===== config.mk =====
export PLATFORM = sky130hd
export DESIGN_NAME = sfir_router
export DESIGN_NICKNAME = d
export VERILOG_FILES = /design/src/rtl/sfir_pkg.sv /design/src/rtl/sfir_req_gen.sv /design/src/rtl/sfir_prio_enc.sv /design/src/rtl/sfir_dma_chan.sv /design/src/rtl/sfir_router.sv
export SDC_FILE = /design/constraint.sdc
export NUM_CORES = 1
export LEC_CHECK = 0
export ABC_AREA = 1
export CAP_MARGIN = 20
export CORE_AREA = 2 2 39 41
export CTS_CLUSTER_SIZE = 12
export DETAILED_ROUTE_END_ITERATION = 12
export DIE_AREA = 0 0 41 43
export HOLD_SLACK_MARGIN = 0.15
export PLACE_DENSITY_LB_ADDON = 0.1
export SLEW_MARGIN = 20
export SYNTH_ARGS = -nofsm -noshare
export SYNTH_HDL_FRONTEND = slang
export SYNTH_SLANG_ARGS = --single-unit

===== constraint.sdc =====
create_clock -name clk -period 1 [get_ports clk]
set_input_delay 0.2 -clock clk [delete_from_list [all_inputs] [get_ports clk]]
set_output_delay 0.2 -clock clk [all_outputs]
set_load 0.1 [all_outputs]

===== src/rtl/sfir_pkg.sv =====
// Package: shared sizes and source codes for the serial request router.
// Assumes source index equals the encoded priority code (0 = most urgent).
package sfir_pkg;
    localparam int unsigned NUM_SRC    = 4;
    localparam int unsigned CODE_W     = $clog2(NUM_SRC);
    localparam int unsigned NUM_DMA_CH = 2;

    typedef enum logic [CODE_W-1:0] {
        SRC_BRK = 2'd0,
        SRC_ERR = 2'd1,
        SRC_RX  = 2'd2,
        SRC_TX  = 2'd3
    } src_e;

    // DMA channel indices
    localparam int unsigned CH_RX = 0;
    localparam int unsigned CH_TX = 1;
endpackage


===== src/rtl/sfir_req_gen.sv =====
// Module: sfir_req_gen
// Combines status flags and enables into raw request conditions, one bit
// per source, indexed by source code. Purely combinational.
// Assumes flags are already synchronous to clk.
module sfir_req_gen
    import sfir_pkg::*;
(
    input  logic               tx_empty_i,
    input  logic               rx_full_i,
    input  logic               rx_ready_i,
    input  logic               rx_err_i,
    input  logic               brk_i,
    input  logic               ovr_i,
    input  logic               tx_ie_i,
    input  logic               rx_ie_i,
    input  logic               err_ie_i,
    input  logic               async_i,
    output logic [NUM_SRC-1:0] raw_o
);
    logic rx_data_avail;
    logic err_gate;

    // Purpose: derive the data-ready qualified receive condition and error gate
    always_comb begin
        rx_data_avail = rx_full_i | (rx_ready_i & async_i);
        err_gate      = rx_ie_i | err_ie_i;
    end

    // Purpose: build the per-source raw request vector
    always_comb begin
        raw_o          = '0;
        raw_o[SRC_BRK] = err_gate & (brk_i | ovr_i);
        raw_o[SRC_ERR] = err_gate & rx_err_i;
        raw_o[SRC_RX]  = rx_ie_i & rx_data_avail;
        raw_o[SRC_TX]  = tx_ie_i & tx_empty_i;
    end
endmodule


===== src/rtl/sfir_prio_enc.sv =====
// Module: sfir_prio_enc
// Priority encoder: lowest set index wins. Gives code 0 and valid 0 when
// nothing is requested. Combinational.
module sfir_prio_enc #(
    parameter int unsigned N  = 4,
    localparam int unsigned CW = (N > 1) ? $clog2(N) : 1
) (
    input  logic [N-1:0]  req_i,
    output logic [CW-1:0] code_o,
    output logic          valid_o
);
    // Purpose: scan from lowest priority upward so the highest priority overrides
    always_comb begin
        code_o  = '0;
        valid_o = 1'b0;
        for (int i = N - 1; i >= 0; i--) begin
            if (req_i[i]) begin
                code_o  = CW'(i);
                valid_o = 1'b1;
            end
        end
    end
endmodule


===== src/rtl/sfir_dma_chan.sv =====
// Module: sfir_dma_chan
// One DMA request channel. Registers the steered request; an acknowledge
// seen while requesting forces one idle cycle before re-evaluation.
// Assumes ack is a single-cycle pulse from the DMA controller.
module sfir_dma_chan (
    input  logic clk,
    input  logic rst_n,
    input  logic cond_i,
    input  logic sel_i,
    input  logic ack_i,
    output logic req_o
);
    logic req_q;

    // Purpose: hold request while the condition is present, drop after an ack
    always_ff @(posedge clk) begin
        if (!rst_n) begin
            req_q <= 1'b0;
        end else begin
            req_q <= cond_i & sel_i & ~(ack_i & req_q);
        end
    end

    assign req_o = req_q;

    AST_ACK_DROPS_REQ: assert property (@(posedge clk) disable iff (!rst_n)
        (ack_i && req_q) |=> !req_q);
    AST_DMA_NEEDS_SEL: assert property (@(posedge clk) disable iff (!rst_n)
        !sel_i |=> !req_q);
endmodule


===== src/rtl/sfir_router.sv =====
// Module: sfir_router (top)
// Routes serial FIFO status into four CPU request lines, two DMA request
// lines and a prioritized encoded source. All outputs are registered with
// one cycle of latency from the sampled inputs.
// Assumes all inputs are synchronous to clk.
module sfir_router
    import sfir_pkg::*;
(
    input  logic              clk,
    input  logic              rst_n,
    input  logic              tx_empty_i,
    input  logic              rx_full_i,
    input  logic              rx_ready_i,
    input  logic              rx_err_i,
    input  logic              brk_i,
    input  logic              ovr_i,
    input  logic              tx_ie_i,
    input  logic              rx_ie_i,
    input  logic              err_ie_i,
    input  logic              async_i,
    input  logic              rx_dma_sel_i,
    input  logic              tx_dma_sel_i,
    input  logic              rx_dma_ack_i,
    input  logic              tx_dma_ack_i,
    output logic              brk_irq_o,
    output logic              err_irq_o,
    output logic              rx_irq_o,
    output logic              tx_irq_o,
    output logic              rx_dma_req_o,
    output logic              tx_dma_req_o,
    output logic [CODE_W-1:0] src_code_o,
    output logic              src_valid_o
);
    logic [NUM_SRC-1:0]    raw;
    logic [NUM_SRC-1:0]    cpu_next;
    logic [NUM_SRC-1:0]    cpu_q;
    logic [CODE_W-1:0]     code_next;
    logic                  valid_next;
    logic [CODE_W-1:0]     code_q;
    logic                  valid_q;
    logic [NUM_DMA_CH-1:0] ch_cond;
    logic [NUM_DMA_CH-1:0] ch_sel;
    logic [NUM_DMA_CH-1:0] ch_ack;
    logic [NUM_DMA_CH-1:0] ch_req;

    sfir_req_gen u_req_gen (
        .tx_empty_i (tx_empty_i),
        .rx_full_i  (rx_full_i),
        .rx_ready_i (rx_ready_i),
        .rx_err_i   (rx_err_i),
        .brk_i      (brk_i),
        .ovr_i      (ovr_i),
        .tx_ie_i    (tx_ie_i),
        .rx_ie_i    (rx_ie_i),
        .err_ie_i   (err_ie_i),
        .async_i    (async_i),
        .raw_o      (raw)
    );

    // Purpose: map DMA-capable sources onto channel inputs
    always_comb begin
        ch_cond        = '0;
        ch_sel         = '0;
        ch_ack         = '0;
        ch_cond[CH_RX] = raw[SRC_RX];
        ch_sel[CH_RX]  = rx_dma_sel_i;
        ch_ack[CH_RX]  = rx_dma_ack_i;
        ch_cond[CH_TX] = raw[SRC_TX];
        ch_sel[CH_TX]  = tx_dma_sel_i;
        ch_ack[CH_TX]  = tx_dma_ack_i;
    end

    // Purpose: remove DMA-steered sources from the CPU path
    always_comb begin
        cpu_next         = raw;
        cpu_next[SRC_RX] = raw[SRC_RX] & ~rx_dma_sel_i;
        cpu_next[SRC_TX] = raw[SRC_TX] & ~tx_dma_sel_i;
    end

    sfir_prio_enc #(.N(NUM_SRC)) u_prio (
        .req_i   (cpu_next),
        .code_o  (code_next),
        .valid_o (valid_next)
    );

    generate
        for (genvar c = 0; c < NUM_DMA_CH; c++) begin : g_dma
            sfir_dma_chan u_chan (
                .clk    (clk),
                .rst_n  (rst_n),
                .cond_i (ch_cond[c]),
                .sel_i  (ch_sel[c]),
                .ack_i  (ch_ack[c]),
                .req_o  (ch_req[c])
            );
        end
    endgenerate

    // Purpose: register CPU lines and encoded source together
    always_ff @(posedge clk) begin
        if (!rst_n) begin
            cpu_q   <= '0;
            code_q  <= '0;
            valid_q <= 1'b0;
        end else begin
            cpu_q   <= cpu_next;
            code_q  <= code_next;
            valid_q <= valid_next;
        end
    end

    assign brk_irq_o    = cpu_q[SRC_BRK];
    assign err_irq_o    = cpu_q[SRC_ERR];
    assign rx_irq_o     = cpu_q[SRC_RX];
    assign tx_irq_o     = cpu_q[SRC_TX];
    assign rx_dma_req_o = ch_req[CH_RX];
    assign tx_dma_req_o = ch_req[CH_TX];
    assign src_code_o   = code_q;
    assign src_valid_o  = valid_q;

    AST_RX_NOT_BOTH_PATHS: assert property (@(posedge clk) disable iff (!rst_n)
        !(rx_dma_req_o && rx_irq_o));
    AST_TX_NOT_BOTH_PATHS: assert property (@(posedge clk) disable iff (!rst_n)
        !(tx_dma_req_o && tx_irq_o));
    AST_VALID_MATCHES_LINES: assert property (@(posedge clk) disable iff (!rst_n)
        src_valid_o == (brk_irq_o | err_irq_o | rx_irq_o | tx_irq_o));
    AST_BRK_TOP_PRIO: assert property (@(posedge clk) disable iff (!rst_n)
        brk_irq_o |-> (src_code_o == SRC_BRK));
    AST_TX_LEVEL: assert property (@(posedge clk) disable iff (!rst_n)
        (tx_ie_i && tx_empty_i && !tx_dma_sel_i) |=> tx_irq_o);
    AST_CLOCKED_NO_READY: assert property (@(posedge clk) disable iff (!rst_n)
        (!async_i && !rx_full_i) |=> (!rx_irq_o && !rx_dma_req_o));
    AST_ERR_GATE: assert property (@(posedge clk) disable iff (!rst_n)
        (!rx_ie_i && !err_ie_i) |=> (!brk_irq_o && !err_irq_o));
    AST_RX_LEVEL: assert property (@(posedge clk) disable iff (!rst_n)
        (rx_ie_i && rx_full_i && !rx_dma_sel_i) |=> rx_irq_o);
endmodule


**Word-level counts from Yosys, hierarchy flattened**

Index checks and enable logic that the tools add are counted.

- Multiplexer cells: 7
- Bitwise operators: 21
- Reductions and logical operators: 2

Operator list:

| operator | count |
|---|---|
| bitwise AND 1 bit | 13 |
| 2-to-1 mux 1 bit | 5 |
| NOT 1 bit | 5 |
| 2-to-1 mux 2 bit | 2 |
| OR 1 bit | 3 |
| OR reduction 3 bit | 1 |
| OR reduction 2 bit | 1 |

- Register bits: 9
- Bits of input ports: 16
- Output and inout bits: 9
- Word-level logic and storage cells: 36

**Logic depth before layout (Yosys ltp)**

- Depth after elaboration: 7
- Gate-level depth with buffers: 6
- Gate-level depth less buffers: 6

**Hierarchy**

A second synthesis with hierarchy kept.

- Cell total of the unflattened synthesis: 55
- Area, all modules: 366.6 sq um

By module, submodules not included:

| module | times used | cells each | area each (sq um) | sequential area each (sq um) |
|---|---|---|---|---|
| sfir_router | 1 | 26 | 211.5 | 140.1 |
| sfir_dma_chan | 2 | 5 | 36.3 | 20.0 |
| sfir_req_gen | 1 | 11 | 46.3 | 0.0 |
| sfir_prio_enc | 1 | 8 | 36.3 | 0.0 |

**Worst setup path after synthesis**

OpenSTA, ideal clock, no wires.

- Kind: reg2reg
- From: register g_dma[0].u_chan.req_q
- To: register g_dma[0].u_chan.req_q
- Library setup time: 0.117 ns
- Data arrival time: 1.175 ns
- Data required time: 0.883 ns
- Slack: -0.293 ns
- Stages on the path, launching flop included: 4
- Path buffers: 0
- Clock period less this slack: 1.293 ns
- Cell sequence: dfxtp_1 nand2_1 nand4_1 nor2_1

- Longest elaborated chain between the ends: 3

RTL lines:

| what | RTL line | text |
|---|---|---|
| start, declared | sfir_dma_chan.sv:13 | `logic req_q;` |
| start signal, assigned | sfir_dma_chan.sv:20 | `req_q <= cond_i & sel_i & ~(ack_i & req_q);` |
| bitwise AND 1 bit | sfir_dma_chan.sv:20 |  |
| NOT 1 bit | sfir_dma_chan.sv:20 |  |
| bitwise AND 1 bit | sfir_dma_chan.sv:20 |  |

Every way passes these cells.
A chain may end at the register's enable or synchronous reset.

**Final worst setup path**

- From: register g_dma[0].u_chan.req_q
- To: output port rx_dma_req_o

RTL lines:

| what | RTL line | text |
|---|---|---|
| end, declared | sfir_router.sv:29 | `output logic rx_dma_req_o,` |

No word-level cell between the ends.

==> results_dict.tcl <==
set metrics [dict create \
    multi_input_area_sq_um 144 \
    die_w_um 41 \
    critPathCaptureType "primary output" \
    place_ws_ns -0.211 \
    diodes 0 \
    root_buffer "clkbuf_4" \
    cts_buffer_depth 2 \
    start_util_pct 23.6 \
    synth_cells 41 \
    maxCapViolCount 0 \
    fmax_mhz 1020 \
    nets 86 \
    p_int_mw 0.661 \
    syn_area_sq_um 327 \
    dr.max_layer_used "met4" \
    hold_buffers 0 \
    report.power.total_mw 0.955 \
    synth_compound_gate_area_share_pct 7.28 \
    crit_path_cell_trace "buf_12" \
    drive_gt1_share_pct 42.0 \
    routed_via_density 4.32 \
    final_util_pct 53.3 \
    route.met3.wl_um 56 \
    chipHeight_um 43 \
    synthTopCellsByArea "dfxtp_1 55%, nand2_1 8.0%, nor2_1 8.0%" \
    synth_flop_cell "dfxtp_1" \
    pwr-share-comb_pct 31.5 \
    ys_types 11 \
    skew_ns 0 \
    place_hpwl_um 605 \
    drv_slew 0 \
    cts-buffers-inserted 3 \
    synthAdderAreaFrac_pct 0 \
    syn2layout_area_growth_pct 126 \
    hold_violations 0 \
    swShare_pct 30.8 \
    grt_usage_pct 10.3 \
    grt_pass1_wl_um 1190 \
    p_seq_share_pct 40.9 \
    start_kind "register" \
    place.port_buffers 24 \
    place_congestion 0.643 \
    wl_met2_um 374 \
    rows 14 \
    synth_top_family_by_area "simple AND/OR/NAND/NOR gates" \
    grt_pass1_vias 325 \
    wl_met1_um 232 \
    synth_commonest_cells "9 x dfxtp_1, 7 x nand2_1, 7 x nor2_1" \
    core_sq_um 1380 \
    synthesis.nets 57 \
    clockPowerShare_pct 27.6 \
    die_area_sq_um 1760 \
    synthArstFlopShare_pct 0 \
    setup_viol 0 \
    crit_family "flip-flops" \
    p_switching_mw 0.294 \
    grt_setup_unrepaired "true" \
    synth_most_common_cell "dfxtp_1" \
    drc 0 \
    critPathBufInv 1 \
    cp.required_ns 0.80 \
    power_density_nw_per_um2 1300 \
    globalRoute.totalOverflow 0 \
    crit_arrival_ns 0.78 \
    ys_ff_latch 9 \
    avgSynthCellArea_sq_um 7.96 \
    yosysTopAreaCellShare_pct 55.2 \
    synth.largest_area_cell "dfxtp_1" \
    cp_max_fo 2 \
    status "finished clean" \
    cts_tree "done" \
    ios 25 \
    route.vias.total 367 \
    synth_simple_gate_area_share_pct 30.7 \
    grt_max_degree 7 \
    synth_xor_area_share_pct 0 \
    drtIter0Drc 15 \
    vdd_drop_max_v 0.000606 \
    critPathSlowestCell "dfxtp_2" \
    clkSinkCount 9 \
    post_drt_wl_per_cell_um 7.86 \
    nFillCells 126 \
    whs_ns 0.299 \
    antenna_found_initial 0 \
    clk-insertion-delay-late_ns 0.25 \
    finalWorstSetupSlack_ns 0.0188 \
    critPathKind "reg2out" \
    finalWirelength_um 668 \
    worst_pin_slew_ns 0.191 \
    period_needed_ns 0.981 \
    ant_nets 0 \
    cts.clk_slew.worst_paths_ns 0.06 \
    regArea_sq_um 191 \
    leakage_nw 0.319 \
    muxShareOfSynthArea_pct 0 \
    ys_warn_count 0 \
    slew_headroom_pct 87.3 \
    hold_class "in2reg" \
    cpPeakStageDelay_ns 0.35 \
    htreeDepth 1 \
    dr.pass1.iters 5 \
    synth_edf_count 0 \
    period_share_pct 98.1 \
    ys_seq_area_share_pct 55.2 \
]
==> through the flow <==
stage          cell area, sq um  setup TNS, ns  cells
6_report                    737              0     85
5_1_grt                     737        -0.0160     85
4_1_cts                     714              0     85
3_5_place_dp                688         -0.959     81
3_3_place_gp                688         -0.916     81
2_1_floorplan               338              0     41
==> routing by layer <==
layer  global-route usage (%)  vias up
met3                     4.71        2
met1                     11.4      160
met2                     15.3       20
li1                         -      185
met5                        0        -
met4                     6.00        0
==> cells by family after synthesis <==
family / after synthesis
buffers and inverters: 6
flip-flops: 9
AO/OA/AOI/OAI: 4
AND/OR/NAND/NOR: 22
==> registers in the layout, summed over array words and instances, names as in the netlist <==
register / count
cpu_q: 4
g_dma.u_chan.req_o: 2
src_code_o: 2
src_valid_o: 1
==> final timing paths <==
| kind | startpoint | end | slack, ns | cells past startpoint |
|---|---|---|---|---|
| min reg2reg | g_dma[1].u_chan.req_o$_SDFF_PN0_ | g_dma[1].u_chan.req_o$_SDFF_PN0_ | 0.45 | 1 |
| min | rx_ie_i | g_dma[0].u_chan.req_o$_SDFF_PN0_ | 0.30 | 3 |
| max reg2reg | g_dma[0].u_chan.req_o$_SDFF_PN0_ | g_dma[0].u_chan.req_o$_SDFF_PN0_ | 0.36 | 3 |
| max | g_dma[0].u_chan.req_o$_SDFF_PN0_ | rx_dma_req_o | 0.02 | 1 |
==> cell type report <==
| cell class | count | area share, % |
|---|---|---|
| clock buffer | 4 | 3.57 |
| inverter | 6 | 3.06 |
| multi-input combinational | 26 | 19.5 |
| sequential | 9 | 26.0 |
| timing repair buffer | 24 | 45.2 |
| tap | 16 | 2.72 |
==> repair_timing <==
item | in CTS | in global routing
setup buffers | 0 | 0
gates resized for setup | 0 | 4
setup endpoints to repair | 0 | 4
==> cells in the final DEF (no fill, tap or decap) <==
master	netlist	routed
a21oi_1	3	3
buf_12	0	9
clkbuf_1	0	1
clkbuf_4	0	3
clkdlybuf4s50_1	0	14
dfxtp_2	0	9
dlymetal6s2s_1	0	1
inv_1	4	4
inv_2	2	2
nand2_1	7	7
nand2_2	3	3
nand3_1	2	1
nand3_4	0	1
nand4_1	2	2
nor2_1	7	7
nor2_2	1	1
o21ai_4	0	1
==> power by group through the flow <==
stage | combinational, mW | clock (mW) | sequential (mW)
detailed placement | 0.293 | 0 | 0.399
global route | 0.319 | 0.289 | 0.392
CTS | 0.293 | 0.274 | 0.391
global placement | 0.292 | 0 | 0.399
floorplan | 0.0394 | 0 | 0.508
finish | 0.301 | 0.264 | 0.391
No activity file was read; power rests on OpenSTA's default activity.
